==> config.mk <==
export PLATFORM = sky130hd
export DESIGN_NAME = sysexc_ctrl_regs
export DESIGN_NICKNAME = d
export VERILOG_FILES = /design/src/rtl/sysexc_pkg.sv /design/src/rtl/sysexc_pend.sv /design/src/rtl/sysexc_cfg.sv /design/src/rtl/sysexc_rdmux.sv /design/src/rtl/sysexc_ctrl_regs.sv
export SDC_FILE = /design/constraint.sdc
export NUM_CORES = 1
export LEC_CHECK = 0
export BUFFER_PORTS_ARGS = -buffer_cell sky130_fd_sc_hd__buf_2
export CAP_MARGIN = 0
export CELL_PAD_IN_SITES_DETAIL_PLACEMENT = 1
export CELL_PAD_IN_SITES_GLOBAL_PLACEMENT = 2
export CORE_ASPECT_RATIO = 1.1
export CORE_MARGIN = 2
export CORE_UTILIZATION = 20
export DETAILED_ROUTE_END_ITERATION = 7
export GPL_ROUTABILITY_DRIVEN = 0
export GPL_TIMING_DRIVEN = 0
export PLACE_DENSITY_LB_ADDON = 0.1
export SYNTH_ARGS = -nofsm -noshare
export SYNTH_HDL_FRONTEND = slang
export SYNTH_HIERARCHICAL = 1
export SYNTH_SLANG_ARGS = --single-unit
==> constraint.sdc <==
create_clock -name clk -period 7.05 [get_ports clk]
set_input_delay 1.7625 -clock clk [delete_from_list [all_inputs] [get_ports clk]]
set_output_delay 1.7625 -clock clk [all_outputs]
set_load 0.05 [all_outputs]
==> src/rtl/sysexc_pkg.sv <==
package sysexc_pkg;

    localparam int DATA_W  = 32;
    localparam int VEC_W   = 10;
    localparam int OFS_W   = 12;
    localparam int N_PEND  = 7;
    localparam int N_ACT   = 7;
    localparam int N_FEN   = 3;

    // pending flag positions
    localparam int PI_NMI = 0;
    localparam int PI_PSV = 1;
    localparam int PI_STK = 2;
    localparam int PI_MEM = 3;
    localparam int PI_BUS = 4;
    localparam int PI_USG = 5;
    localparam int PI_SVC = 6;

    // active flag positions on act_state_i
    localparam int AI_MEM = 0;
    localparam int AI_BUS = 1;
    localparam int AI_USG = 2;
    localparam int AI_SVC = 3;
    localparam int AI_DBG = 4;
    localparam int AI_PSV = 5;
    localparam int AI_STK = 6;

    // fault enable positions
    localparam int FE_MEM = 0;
    localparam int FE_BUS = 1;
    localparam int FE_USG = 2;

    // register offsets
    localparam logic [OFS_W-1:0] OFS_CTRL  = 12'hD04;
    localparam logic [OFS_W-1:0] OFS_VBASE = 12'hD08;
    localparam logic [OFS_W-1:0] OFS_RSTC  = 12'hD0C;
    localparam logic [OFS_W-1:0] OFS_HND   = 12'hD24;

    // control/state word field positions
    localparam int CB_NMI_SET = 31;
    localparam int CB_PSV_SET = 28;
    localparam int CB_PSV_CLR = 27;
    localparam int CB_STK_SET = 26;
    localparam int CB_STK_CLR = 25;
    localparam int CB_EXT_ANY = 22;
    localparam int CB_PND_LSB = 12;
    localparam int CB_BASE    = 11;
    localparam int ACT_FLD_W  = 9;

    // handler word: enables start here
    localparam int HB_EN_LSB  = 16;

    localparam logic [VEC_W-1:0] VEC_NONE    = '1;
    localparam logic [VEC_W-1:0] VEC_EXT_INT = VEC_W'(32);
    localparam logic [VEC_W-1:0] VEC_SHIFT   = VEC_W'(16);

    typedef enum logic [2:0] {
        SEL_NONE,
        SEL_CTRL,
        SEL_VBASE,
        SEL_RSTC,
        SEL_HND
    } reg_sel_t;

    typedef struct packed {
        logic [N_PEND-1:0] set;
        logic [N_PEND-1:0] clr;
    } pend_req_t;

    typedef struct packed {
        logic [VEC_W-1:0] act;
        logic [VEC_W-1:0] pnd;
        logic             nested;
        logic             ext_any;
    } vec_view_t;

    function automatic reg_sel_t decode_ofs(input logic [OFS_W-1:0] a);
        case (a)
            OFS_CTRL:  return SEL_CTRL;
            OFS_VBASE: return SEL_VBASE;
            OFS_RSTC:  return SEL_RSTC;
            OFS_HND:   return SEL_HND;
            default:   return SEL_NONE;
        endcase
    endfunction

    // internal numbering -> bus numbering
    function automatic logic [VEC_W-1:0] to_bus_vec(input logic [VEC_W-1:0] v);
        if (v == VEC_NONE)
            return '0;
        else if (v >= VEC_EXT_INT)
            return v - VEC_SHIFT;
        else
            return v;
    endfunction

    function automatic pend_req_t ctrl_write_req(input logic [DATA_W-1:0] d);
        pend_req_t r;
        r = '0;
        r.set[PI_NMI] = d[CB_NMI_SET];
        r.set[PI_PSV] = d[CB_PSV_SET];
        r.clr[PI_PSV] = d[CB_PSV_CLR];
        r.set[PI_STK] = d[CB_STK_SET];
        r.clr[PI_STK] = d[CB_STK_CLR];
        return r;
    endfunction

endpackage

==> src/rtl/sysexc_pend.sv <==
module sysexc_pend #(
    parameter int N = 7
) (
    input  logic         clk,
    input  logic         rst,
    input  logic [N-1:0] set_i,
    input  logic [N-1:0] clr_i,
    output logic [N-1:0] q_o
);

    for (genvar g = 0; g < N; g++) begin : g_flag
        always_ff @(posedge clk) begin
            if (rst)
                q_o[g] <= 1'b0;
            else if (set_i[g])
                q_o[g] <= 1'b1;
            else if (clr_i[g])
                q_o[g] <= 1'b0;
        end
    end

endmodule

==> src/rtl/sysexc_cfg.sv <==
module sysexc_cfg
    import sysexc_pkg::*;
#(
    parameter int          VBASE_LSB = 7,
    parameter logic [15:0] RST_KEY   = 16'h05FA
) (
    input  logic              clk,
    input  logic              rst,
    input  logic              wr_vbase_i,
    input  logic              wr_hnd_i,
    input  logic              wr_rstc_i,
    input  logic [DATA_W-1:0] wdata_i,
    output logic [DATA_W-1:0] vbase_o,
    output logic [N_FEN-1:0]  fen_o,
    output logic              rst_req_o
);

    localparam int VB_W    = DATA_W - VBASE_LSB;
    localparam int KEY_LSB = DATA_W - 16;

    logic [VB_W-1:0] vb_q;
    logic            key_ok;
    logic            req_d;
    logic            unused_low;

    assign key_ok     = (wdata_i[DATA_W-1:KEY_LSB] == RST_KEY);
    assign req_d      = wr_rstc_i && key_ok && (wdata_i[0] || wdata_i[2]);
    assign unused_low = ^wdata_i[VBASE_LSB-1:0];

    always_ff @(posedge clk) begin
        if (rst) begin
            vb_q      <= '0;
            fen_o     <= '0;
            rst_req_o <= 1'b0;
        end else begin
            rst_req_o <= req_d;
            if (wr_vbase_i)
                vb_q <= wdata_i[DATA_W-1:VBASE_LSB];
            if (wr_hnd_i)
                fen_o <= wdata_i[HB_EN_LSB +: N_FEN];
        end
    end

    assign vbase_o = {vb_q, {VBASE_LSB{1'b0}}};

endmodule

==> src/rtl/sysexc_rdmux.sv <==
module sysexc_rdmux
    import sysexc_pkg::*;
#(
    parameter logic [31:0] RSTC_RDVAL = 32'h0FA0_5000
) (
    input  reg_sel_t          sel_i,
    input  vec_view_t         view_i,
    input  logic [N_PEND-1:0] pend_i,
    input  logic [N_ACT-1:0]  act_i,
    input  logic [N_FEN-1:0]  fen_i,
    input  logic [DATA_W-1:0] vbase_i,
    output logic [DATA_W-1:0] rdata_o
);

    logic [VEC_W-1:0]  act_b;
    logic [VEC_W-1:0]  pnd_b;
    logic [DATA_W-1:0] ctrl_w;
    logic [DATA_W-1:0] hnd_w;
    logic              unused_act_msb;

    assign act_b          = to_bus_vec(view_i.act);
    assign pnd_b          = to_bus_vec(view_i.pnd);
    assign unused_act_msb = act_b[VEC_W-1];

    always_comb begin
        ctrl_w = '0;
        ctrl_w[0 +: ACT_FLD_W]      = act_b[ACT_FLD_W-1:0];
        ctrl_w[CB_BASE]             = (view_i.act == VEC_NONE) || !view_i.nested;
        ctrl_w[CB_PND_LSB +: VEC_W] = pnd_b;
        ctrl_w[CB_EXT_ANY]          = view_i.ext_any;
        ctrl_w[CB_STK_SET]          = pend_i[PI_STK];
        ctrl_w[CB_PSV_SET]          = pend_i[PI_PSV];
        ctrl_w[CB_NMI_SET]          = pend_i[PI_NMI];
    end

    always_comb begin
        hnd_w = '0;
        hnd_w[0]  = act_i[AI_MEM];
        hnd_w[1]  = act_i[AI_BUS];
        hnd_w[3]  = act_i[AI_USG];
        hnd_w[7]  = act_i[AI_SVC];
        hnd_w[8]  = act_i[AI_DBG];
        hnd_w[10] = act_i[AI_PSV];
        hnd_w[11] = act_i[AI_STK];
        hnd_w[12] = pend_i[PI_USG];
        hnd_w[13] = pend_i[PI_MEM];
        hnd_w[14] = pend_i[PI_BUS];
        hnd_w[15] = pend_i[PI_SVC];
        hnd_w[HB_EN_LSB +: N_FEN] = fen_i;
    end

    always_comb begin
        case (sel_i)
            SEL_CTRL:  rdata_o = ctrl_w;
            SEL_VBASE: rdata_o = vbase_i;
            SEL_RSTC:  rdata_o = RSTC_RDVAL;
            SEL_HND:   rdata_o = hnd_w;
            default:   rdata_o = '0;
        endcase
    end

endmodule

==> src/rtl/sysexc_ctrl_regs.sv <==
module sysexc_ctrl_regs
    import sysexc_pkg::*;
#(
    parameter int          N_EXT      = 64,
    parameter int          VBASE_LSB  = 7,
    parameter logic [15:0] RST_KEY    = 16'h05FA,
    parameter logic [31:0] RSTC_RDVAL = 32'h0FA0_5000
) (
    input  logic              clk,
    input  logic              rst,
    input  logic              bus_wr,
    input  logic [OFS_W-1:0]  bus_addr,
    input  logic [DATA_W-1:0] bus_wdata,
    output logic [DATA_W-1:0] bus_rdata,
    input  logic [VEC_W-1:0]  act_vec_i,
    input  logic              act_nested_i,
    input  logic [VEC_W-1:0]  pnd_vec_i,
    input  logic [N_EXT-1:0]  ext_pend_i,
    input  logic [N_ACT-1:0]  act_state_i,
    input  logic [N_PEND-1:0] hw_set_i,
    input  logic [N_PEND-1:0] hw_clr_i,
    output logic [N_PEND-1:0] pend_o,
    output logic [N_FEN-1:0]  fault_en_o,
    output logic [DATA_W-1:0] vbase_o,
    output logic              sys_rst_req_o
);

    reg_sel_t          sel;
    pend_req_t         sw_req;
    logic [N_PEND-1:0] set_all;
    logic [N_PEND-1:0] clr_all;
    vec_view_t         view;

    assign sel = decode_ofs(bus_addr);

    always_comb begin
        sw_req = '0;
        if (bus_wr && sel == SEL_CTRL)
            sw_req = ctrl_write_req(bus_wdata);
    end

    assign set_all = sw_req.set | hw_set_i;
    assign clr_all = sw_req.clr | hw_clr_i;

    always_comb begin
        view.act     = act_vec_i;
        view.pnd     = pnd_vec_i;
        view.nested  = act_nested_i;
        view.ext_any = |ext_pend_i;
    end

    sysexc_pend #(.N(N_PEND)) i_pend (
        .clk   (clk),
        .rst   (rst),
        .set_i (set_all),
        .clr_i (clr_all),
        .q_o   (pend_o)
    );

    sysexc_cfg #(.VBASE_LSB(VBASE_LSB), .RST_KEY(RST_KEY)) i_cfg (
        .clk        (clk),
        .rst        (rst),
        .wr_vbase_i (bus_wr && sel == SEL_VBASE),
        .wr_hnd_i   (bus_wr && sel == SEL_HND),
        .wr_rstc_i  (bus_wr && sel == SEL_RSTC),
        .wdata_i    (bus_wdata),
        .vbase_o    (vbase_o),
        .fen_o      (fault_en_o),
        .rst_req_o  (sys_rst_req_o)
    );

    sysexc_rdmux #(.RSTC_RDVAL(RSTC_RDVAL)) i_rdmux (
        .sel_i   (sel),
        .view_i  (view),
        .pend_i  (pend_o),
        .act_i   (act_state_i),
        .fen_i   (fault_en_o),
        .vbase_i (vbase_o),
        .rdata_o (bus_rdata)
    );

endmodule

==> flow_summary_export.csv, run 1 <==
group,metric,value,unit
status,status,"completed",
yosys,yosys-top-cells-area,"dfxtp_1 (28%), mux2i_1 (11%), nor2_1 (6.5%)",
clock_network,clk_path_buf_depth,2,
detailed_routing,ant_nets,0,
run,cap_violations,0,
yosys,synthTopCellsByCount,"nor2_1 (44), dfxtp_1 (36), mux2i_1 (28)",
detailed_routing,vias,3157,
detailed_routing,wl_per_cell,16.68,um
grt,grt_max_degree,12,
clock_network,cts_buffers,5,
die,die_w,111.5,um
setup_path,crit_fanout,10,
grt,track_usage,16.45,%
yosys,yosysSeqAreaShare,28.35,%
yosys,synth_edf_count,0,
power,p_comb_share,19.4,%
sta,timing.fmax,0.1505,GHz
cells_and_area,nFillCells,1606,
sta,timing.hold.ws,0.5058,ns
cells_and_area,area_growth,56.35,%
yosys,ys_types,57,
grt,grt_pass1_wl,17730,um
die,rows,43,
sta,maxSlewHeadroom,46.55,%
detailed_routing,wl,11420,um
grt,grt.overflow.total,0,
clock_network,cts_hold_buffers,0,
die,dieHeight,122.3,um
power,irDropWorstVdd,0.00007242,V
sta,fin_crit,6.646,ns
yosys,syn_avg_cell_area,8.475,sq um
power,clockPowerShare,41.0,%
sta,setup_viol,0,
grt,antenna_found_initial,0,
yosys,synth_ff_type,"dfxtp_1",
detailed_routing,vias_per_cell,4.609,
clock_network,cts_resized,0,
cells_and_area,diodes,0,
setup_path,path_class,"input pin to output port",
cells_and_area,drive_above_1_share,49.81,%
clock_network,tritoncts,"built",
min_path,min_path_type,"flop to flop",
grt,grt_pass1_vias,3267,
sta,finalCritPeriodShare,94.27,%
die,core,12540,sq um
clock_network,cts_sinks,36,
yosys,async_flop_share,0,%
power,p_sw_share,27.91,%
sta,setup_tns,0,ns
detailed_routing,dr.first_iter.drc_count,88,
sta,worst-slew-pin-transition,0.7956,ns
clock_network,ctsRootBufferMaster,"clkbuf_16",
setup_path,crit_required,5.29,ns
power,p_seq_share,39.6,%
sta,finClkSkew,0,ns
die,die_area,13630,sq um
yosys,synth_top_area_share,28.35,%
power,leakage,2.001,nW
setup_path,end_kind,"output port",
setup_path,startpoint_type,"input pin",
yosys,yosys_warnings,6,
yosys,yosysTopAreaCell,"dfxtp_1",
place,portBuffers,215,
sta,final-max-slew-violation-count,0,
power,internal_power,0.0003816,W
power,p_sw,0.0001477,W
yosys,synth_seq_cells,36,
clock_network,post_cts_buffers,0,
setup_path,crit_arrival,4.88,ns
clock_network,cts.htree.levels,2,
detailed_routing,route.detailed.drc,0,
die,initial_core_util,20.28,%
die,pin_count,228,
clock_network,cts.clk_slew.worst_paths,0.06,ns
cells_and_area,regArea,720.7,sq um
detailed_routing,first_pass_iters,5,
yosys,synth.cell_area,2542,sq um
setup_path,r2r_setup_slack,6.37,ns
power,p_per_area,133.2,nW/um^2
sta,rsz0062_at_grt,"false",
yosys,yosysMostFrequentCell,"nor2_1",
sta,hold_violations,0,
cells_and_area,nets,687,
cells_and_area,multi_input_area,1647,sq um
place,hpwl,9644,um
power,total_power,0.0005293,W
clock_network,insertion_delay,0.28,ns
yosys,syn_inst,300,
==> path summary, 6_finish.rpt <==
check	start	end	cells past startpoint
setup / recovery	bus_addr[1]	bus_rdata[16]	12
hold reg to reg	i_pend/q_o[0]	i_pend/q_o[0]	2
setup reg to reg	i_cfg/vb_q[12]	i_cfg/vb_q[12]	2
hold / removal	i_pend/q_o[0]	i_pend/q_o[0]	2
==> cell families after synthesis <==
kind of cell | synth area share, %
and+or+nand+nor | 30.46
muxes | 11.02
AOI/OAI and AO/OA | 17.57
xor gates and xnor gates | 1.722
adders and majority gates | 2.953
buffers and inverters | 7.776
DFF | 28.35
other | 0.1475
==> layout make-up <==
cell class / count / area share, %
Sequential cell: 36 / 18.13
Buffer: 19 / 2.896
Tap cell: 157 / 4.942
Inverter: 22 / 2.077
Clock buffer: 5 / 3.148
Timing Repair Buffer: 215 / 27.07
Clock inverter: 2 / 0.3148
Multi-Input combinational cell: 229 / 41.42
==> stage by stage <==
stage	setup WS, ns	cell area [sq um]	cells	utilization [%]
CTS	0.3839	3975	685	31.71
global placement	0.3963	3837	678	30.61
floorplan	0.7506	2565	306	-
detailed placement	0.3809	3837	678	30.61
finish	0.4043	3975	685	31.71
global route	0.1395	3975	685	31.71
==> power by group through the flow <==
stage / logic (W) / clock network, W / registers, W
3_5_place_dp: 0.000103 / 0 / 0.000214
2_1_floorplan: 0.0000358 / 0 / 0.000223
3_3_place_gp: 0.000101 / 0 / 0.000214
4_1_cts: 0.000104 / 0.000228 / 0.000210
5_1_grt: 0.000113 / 0.000236 / 0.000210
6_report: 0.000103 / 0.000217 / 0.000210
==> flip-flops by register name (all words and copies together), names as in the netlist <==
name	count
i_cfg/rst_req_o	1
i_cfg/vb_q	25
i_pend/q_o	7
i_cfg/fen_o	3
==> critical path, stage by stage <==
cell      delay [ns]
buf_2           0.09
or3_1           0.39
or3_1           0.32
buf_2           0.17
nor3_1          0.62
nand2b_1        0.09
buf_2           0.20
nor2_2          0.32
buf_2           0.37
a22oi_1         0.14
o21ai_0         0.10
buf_2           0.29
==> routing by layer <==
layer  wire length (um)  global-route usage [%]
met1               4674                   19.52
met2               5810                   30.26
met3                833                   4.148
met4                104                   3.318
met5                  0                       0
==> layout by cell type, fill, tap and decap left out, drive strengths merged, types with 4 or more instances in the layout <==
master,synthesis,final
nand2,11,11
nor4,22,22
nor3,5,5
xnor2,4,4
a222oi,5,5
a22o,5,5
a221o,4,4
a21o,5,5
a21oi,15,15
ha,6,6
clkbuf,0,5
nand2b,8,8
nor2,45,45
nand4,5,5
nor4b,4,4
a22oi,4,4
dfxtp,36,36
inv,22,22
buf,19,234
conb,1,7
mux2i,28,28
o21ai,7,7
and2,4,4
Power figures use the tool's default switching activity.
==> run 2, diff against run 1 <==
- PLACE_DENSITY: not set -> 0.94
- PLACE_DENSITY_LB_ADDON: 0.1 -> not set
==> flow_summary_export.csv, run 2 (synthesized netlist as in run 1, its figures left out) <==
group,metric,value,unit
cells_and_area,top_register,"i_cfg/vb_q",
sta,fin_ws,0.4073,ns
detailed_routing,first_pass_iters,5,
clock_network,cts_hold_buffers,0,
power,irDropWorstVdd,0.00006843,V
place,hpwl,9984,um
detailed_routing,wl,11600,um
sta,setup_tns,0,ns
detailed_routing,route.detailed.drc,0,
cells_and_area,fin_util,31.78,%
detailed_routing,vias_per_cell,4.706,
clock_network,cts_resized,0,
power,clockPowerShare,41.2,%
cells_and_area,nFillCells,1571,
place,placed_area,3837,sq um
power,p_sw,0.0001409,W
power,p_sw_share,26.32,%
setup_path,r2r_setup_slack,6.35,ns
clock_network,cts.htree.levels,2,
die,core,12540,sq um
cells_and_area,final_area,3984,sq um
setup_path,path_class,"input pin to output port",
detailed_routing,vias,3228,
sta,fin_crit,6.643,ns
grt,grt_pass1_vias,3477,
place,portBuffers,215,
power,p_per_area,134.4,nW/um^2
status,status,"completed",
power,internal_power,0.0003945,W
clock_network,post_cts_buffers,0,
grt,track_usage,16.87,%
grt,grt_max_degree,11,
clock_network,clk_path_buf_depth,2,
die,die_w,111.5,um
die,pin_count,228,
cells_and_area,layout_commonest_cell,"buf_2",
sta,timing.fmax,0.1505,GHz
grt,antenna_found_initial,0,
sta,hold_violations,0,
die,rows,43,
min_path,min_path_type,"flop to flop",
power,p_comb_share,19.6,%
sta,setup_viol,0,
cells_and_area,nets,687,
sta,maxSlewHeadroom,47.82,%
run,cap_violations,0,
sta,rsz0062_at_grt,"false",
setup_path,crit_fanout,10,
cells_and_area,drive_above_1_share,49.53,%
sta,timing.hold.ws,0.5094,ns
power,p_seq_share,39.2,%
setup_path,crit_arrival,4.88,ns
sta,final-max-slew-violation-count,0,
cells_and_area,largest_reg_flops,25,
cells_and_area,diodes,0,
sta,worst-slew-pin-transition,0.7767,ns
clock_network,cts_sinks,36,
cells_and_area,largest_registers,"i_cfg/vb_q (25), i_pend/q_o (7), i_cfg/fen_o (3)",
detailed_routing,wl_per_cell,16.90,um
detailed_routing,dr.first_iter.drc_count,105,
grt,grt_pass1_wl,18240,um
clock_network,ctsRootBufferMaster,"clkbuf_16",
setup_path,end_kind,"output port",
power,leakage,2.007,nW
setup_path,startpoint_type,"input pin",
die,dieHeight,122.3,um
clock_network,insertion_delay,0.27,ns
grt,grt.overflow.total,0,
clock_network,tritoncts,"built",
die,initial_core_util,20.28,%
cells_and_area,layout_common_cells,"buf_2 (223), nor2_1 (44), dfxtp_1 (36)",
clock_network,cts.clk_slew.worst_paths,0.06,ns
place,preCtsSetupSlack,0.3559,ns
detailed_routing,ant_nets,0,
clock_network,cts_buffers,5,
sta,finalCritPeriodShare,94.22,%
setup_path,crit_required,5.29,ns
cells_and_area,area_growth,56.69,%
die,die_area,13630,sq um
sta,finClkSkew,0,ns
## run 2: cell count changes in the layout (fill, tap and decap cells not counted)
cell,previous run,this run
clkbuf_1,0,2
clkbuf_8,0,1
clkinv_2,1,0
clkinvlp_4,1,0
## run 2: worst max-delay path, stage by stage
cell	delay, ns
buf_2	0.10
or3_1	0.39
or3_1	0.31
buf_2	0.16
nor3_1	0.61
nand2b_1	0.10
buf_2	0.21
nor2_2	0.31
buf_2	0.34
a21oi_1	0.12
a21oi_1	0.17
buf_2	0.29
## run 2: final cells by class
cell class	count	area, sq um	area share [%]
Sequential cell	36	720.7	18.09
Multi-Input combinational cell	229	1647	41.33
Inverter	22	82.58	2.073
Timing Repair Buffer	215	1076	27.01
Tap cell	157	196.4	4.931
Buffer	19	115.1	2.889
Clock buffer	8	146.4	3.675
## run 2: path summary, 6_finish.rpt
check        cells past startpoint            end          start
max                             12  bus_rdata[19]    bus_addr[1]
min                              2  i_pend/q_o[0]  i_pend/q_o[0]
max reg2reg                      2  i_cfg/vb_q[5]  i_cfg/vb_q[5]
min reg2reg                      2  i_pend/q_o[0]  i_pend/q_o[0]
## run 2: power by group through the flow
stage	Clock, W	Sequential, W	Combinational [W]
final	0.000221	0.000210	0.000105
after global routing	0.000237	0.000210	0.000114
after CTS	0.000231	0.000210	0.000105
after detailed placement	0	0.000215	0.000104
after global placement	0	0.000214	0.000100
after floorplan	0	0.000223	0.0000358
## run 2: through the flow
step           std cells  power (W)
6_report             686  0.0005354
5_1_grt              686  0.0005612
4_1_cts              686  0.0005454
3_5_place_dp         678  0.0003189
3_3_place_gp         678  0.0003149
2_1_floorplan        306  0.0002586
## run 2: per-layer routing
metal  part of all wire [%]  GRT usage (%)
met1                     43          20.45
met2                     50          30.72
met5                      0              0
met4                    1.5          4.784
met3                    5.7          3.062
==> run 3, diff against run 2 <==
- ABC_AREA: not set -> 1
- CAP_MARGIN: 0 -> 20
- CORE_UTILIZATION: 20 -> 18
- PLACE_DENSITY: 0.94 -> 0.93
- SYNTH_HIERARCHICAL: 1 -> not set
==> flow_summary_export.csv, run 3 <==
group,metric,value,unit
status,status,"completed",
yosys,yosysSeqAreaShare,27.00,%
grt,grt_pass1_wl,19270,um
detailed_routing,wl,12810,um
die,rows,46,
setup_path,crit_arrival,3.38,ns
grt,grt_pass1_vias,3652,
detailed_routing,first_pass_iters,4,
grt,grt.overflow.total,0,
grt,track_usage,15.64,%
detailed_routing,vias_per_cell,4.196,
clock_network,tritoncts,"built",
grt,antenna_found_initial,0,
power,leakage,2.234,nW
cells_and_area,diodes,0,
sta,setup_tns,0,ns
die,die_area,15820,sq um
run,cap_violations,0,
sta,maxSlewHeadroom,63.75,%
yosys,synth_top_area_share,27.00,%
yosys,syn_inst,452,
cells_and_area,area_growth,55.41,%
power,total_power,0.0005454,W
clock_network,post_cts_buffers,0,
yosys,yosys-top-cells-area,"dfxtp_1 (27%), nand2_1 (21%), nor2_1 (11%)",
place,preCtsSetupSlack,1.835,ns
grt,grt_max_degree,12,
yosys,synth_seq_cells,36,
setup_path,crit_path_top_delay_cell,"nor2_1",
detailed_routing,route.detailed.drc,0,
sta,hold_violations,0,
cells_and_area,top_register,"i_cfg.vb_q",
cells_and_area,drive_above_1_share,37.56,%
min_path,min_path_type,"flop to flop",
clock_network,cts_hold_buffers,0,
place,portBuffers,213,
setup_path,cp_common_cell,"nand2_1",
setup_path,crit_fanout,10,
die,core,14450,sq um
clock_network,cts.clk_slew.worst_paths,0.06,ns
clock_network,cts_buffers,5,
clock_network,ctsRootBufferMaster,"clkbuf_16",
clock_network,clk_path_buf_depth,2,
die,initial_core_util,18.47,%
place,placed_area,3998,sq um
cells_and_area,final_area,4148,sq um
setup_path,end_kind,"output port",
cells_and_area,layout_commonest_cell,"buf_2",
cells_and_area,largest_registers,"i_cfg.vb_q (25), i_pend.q_o (7), i_cfg.fen_o (3)",
yosys,async_flop_share,0,%
sta,finClkSkew,0,ns
clock_network,insertion_delay,0.28,ns
yosys,ys_types,31,
clock_network,cts.htree.levels,2,
sta,setup_viol,0,
sta,final-max-slew-violation-count,0,
sta,fin_crit,5.141,ns
cells_and_area,nFillCells,1961,
setup_path,path_class,"input pin to output port",
power,p_per_area,131.5,nW/um^2
yosys,synth_ff_type,"dfxtp_1",
die,die_w,120.1,um
clock_network,cts_resized,0,
cells_and_area,largest_reg_flops,25,
sta,finalCritPeriodShare,72.93,%
setup_path,crit_chain,"buf_2 -> inv_1 -> nand2_1 -> nor2_1 -> nand2_2 -> nor2_4 -> buf_6 -> nand2_1 -> nand2_1 -> buf_2",
die,dieHeight,131.7,um
place,hpwl,10930,um
clock_network,cts_sinks,36,
yosys,synth_edf_count,0,
yosys,yosysTopAreaCell,"dfxtp_1",
cells_and_area,regArea,720.7,sq um
cells_and_area,nets,837,
detailed_routing,dr.first_iter.drc_count,92,
cells_and_area,multi_input_area,1660,sq um
sta,fin_ws,1.909,ns
setup_path,startpoint_type,"input pin",
detailed_routing,wl_per_cell,14.70,um
sta,worst-slew-pin-transition,0.5437,ns
sta,timing.fmax,0.1945,GHz
detailed_routing,ant_nets,0,
yosys,yosysMostFrequentCell,"nand2_1",
die,pin_count,228,
yosys,synthTopCellsByCount,"nand2_1 (147), nor2_1 (79), inv_1 (47)",
cells_and_area,layout_common_cells,"buf_2 (214), nand2_1 (147), nor2_1 (79)",
setup_path,max_stage_delay,0.27,ns
yosys,synth.cell_area,2669,sq um
yosys,yosys_warnings,0,
sta,rsz0062_at_grt,"false",
yosys,syn_avg_cell_area,5.904,sq um
detailed_routing,vias,3655,
sta,timing.hold.ws,0.4827,ns
power,irDropWorstVdd,0.00008884,V
setup_path,crit_required,5.29,ns
run 3: cell types whose count changed after synthesis, moves of 6 or more:
cell      change
mux2i_1      -28
buf_2         -7
nand2_1     +136
clkbuf_1      +6
nand3_1      +12
inv_1        +25
nand2b_4      -7
nand4_1      +10
nor4_1       -17
a21oi_1      +23
nor2_1       +35
run 3: layer usage:
layer / up-vias / share of wire (%) / global-route usage (%)
met3: 6 / 11 / 6.033
met2: 168 / 50 / 29.45
li1: 1863 / - / -
met1: 1618 / 38 / 16.30
met5: - / 0 / 0
met4: 0 / 0.65 / 3.137
run 3: worst paths after layout:
path                            slack, ns            end     startpoint  cells past startpoint
worst min-delay path                 0.48  i_cfg.vb_q[1]  i_cfg.vb_q[1]                      2
worst max-delay path                 1.91  bus_rdata[22]    bus_addr[6]                     10
worst max register to register       6.31  i_pend.q_o[2]  i_pend.q_o[2]                      4
worst min register to register       0.48  i_cfg.vb_q[1]  i_cfg.vb_q[1]                      2
run 3: cell families (layout without fill, tap and decap cells):
kind of cell / Yosys count / after routing / synth area share (%)
adders and majority gates: 6 / 6 / 2.813
xor gates and xnor gates: 4 / 4 / 1.313
DFF: 36 / 36 / 27.00
other: 1 / 7 / 0.1405
AOI/OAI and AO/OA: 52 / 52 / 10.17
buffers and inverters: 68 / 289 / 11.63
and+or+nand+nor: 285 / 285 / 46.93
run 3: final cells by class:
cell class              count  area share [%]
plain buffers              18           2.926
multi-input cells         354           40.03
well taps                 192           5.792
inverters                  50           4.555
clock buffers               7           3.439
flip-flops and latches     36           17.38
repair buffers            213           25.70
clock inverters             1          0.1810
run 3: through the flow:
step | instances | util, %
floorplan | 458 | -
global placement | 863 | 27.67
detailed placement | 863 | 27.67
CTS | 871 | 28.71
global route | 871 | 28.71
finish | 871 | 28.71
run 3: where the power goes:
group          switching [W]  total (W)  internal [W]
clock network      0.0000884   0.000229      0.000141
logic              0.0000631   0.000108     0.0000451
registers         0.00000181   0.000208      0.000206
run 3: worst max-delay path: cells and delay by family:
kind	cells	cell delay, ns
and+or+nand+nor	6	0.96
buffers and inverters	4	0.64
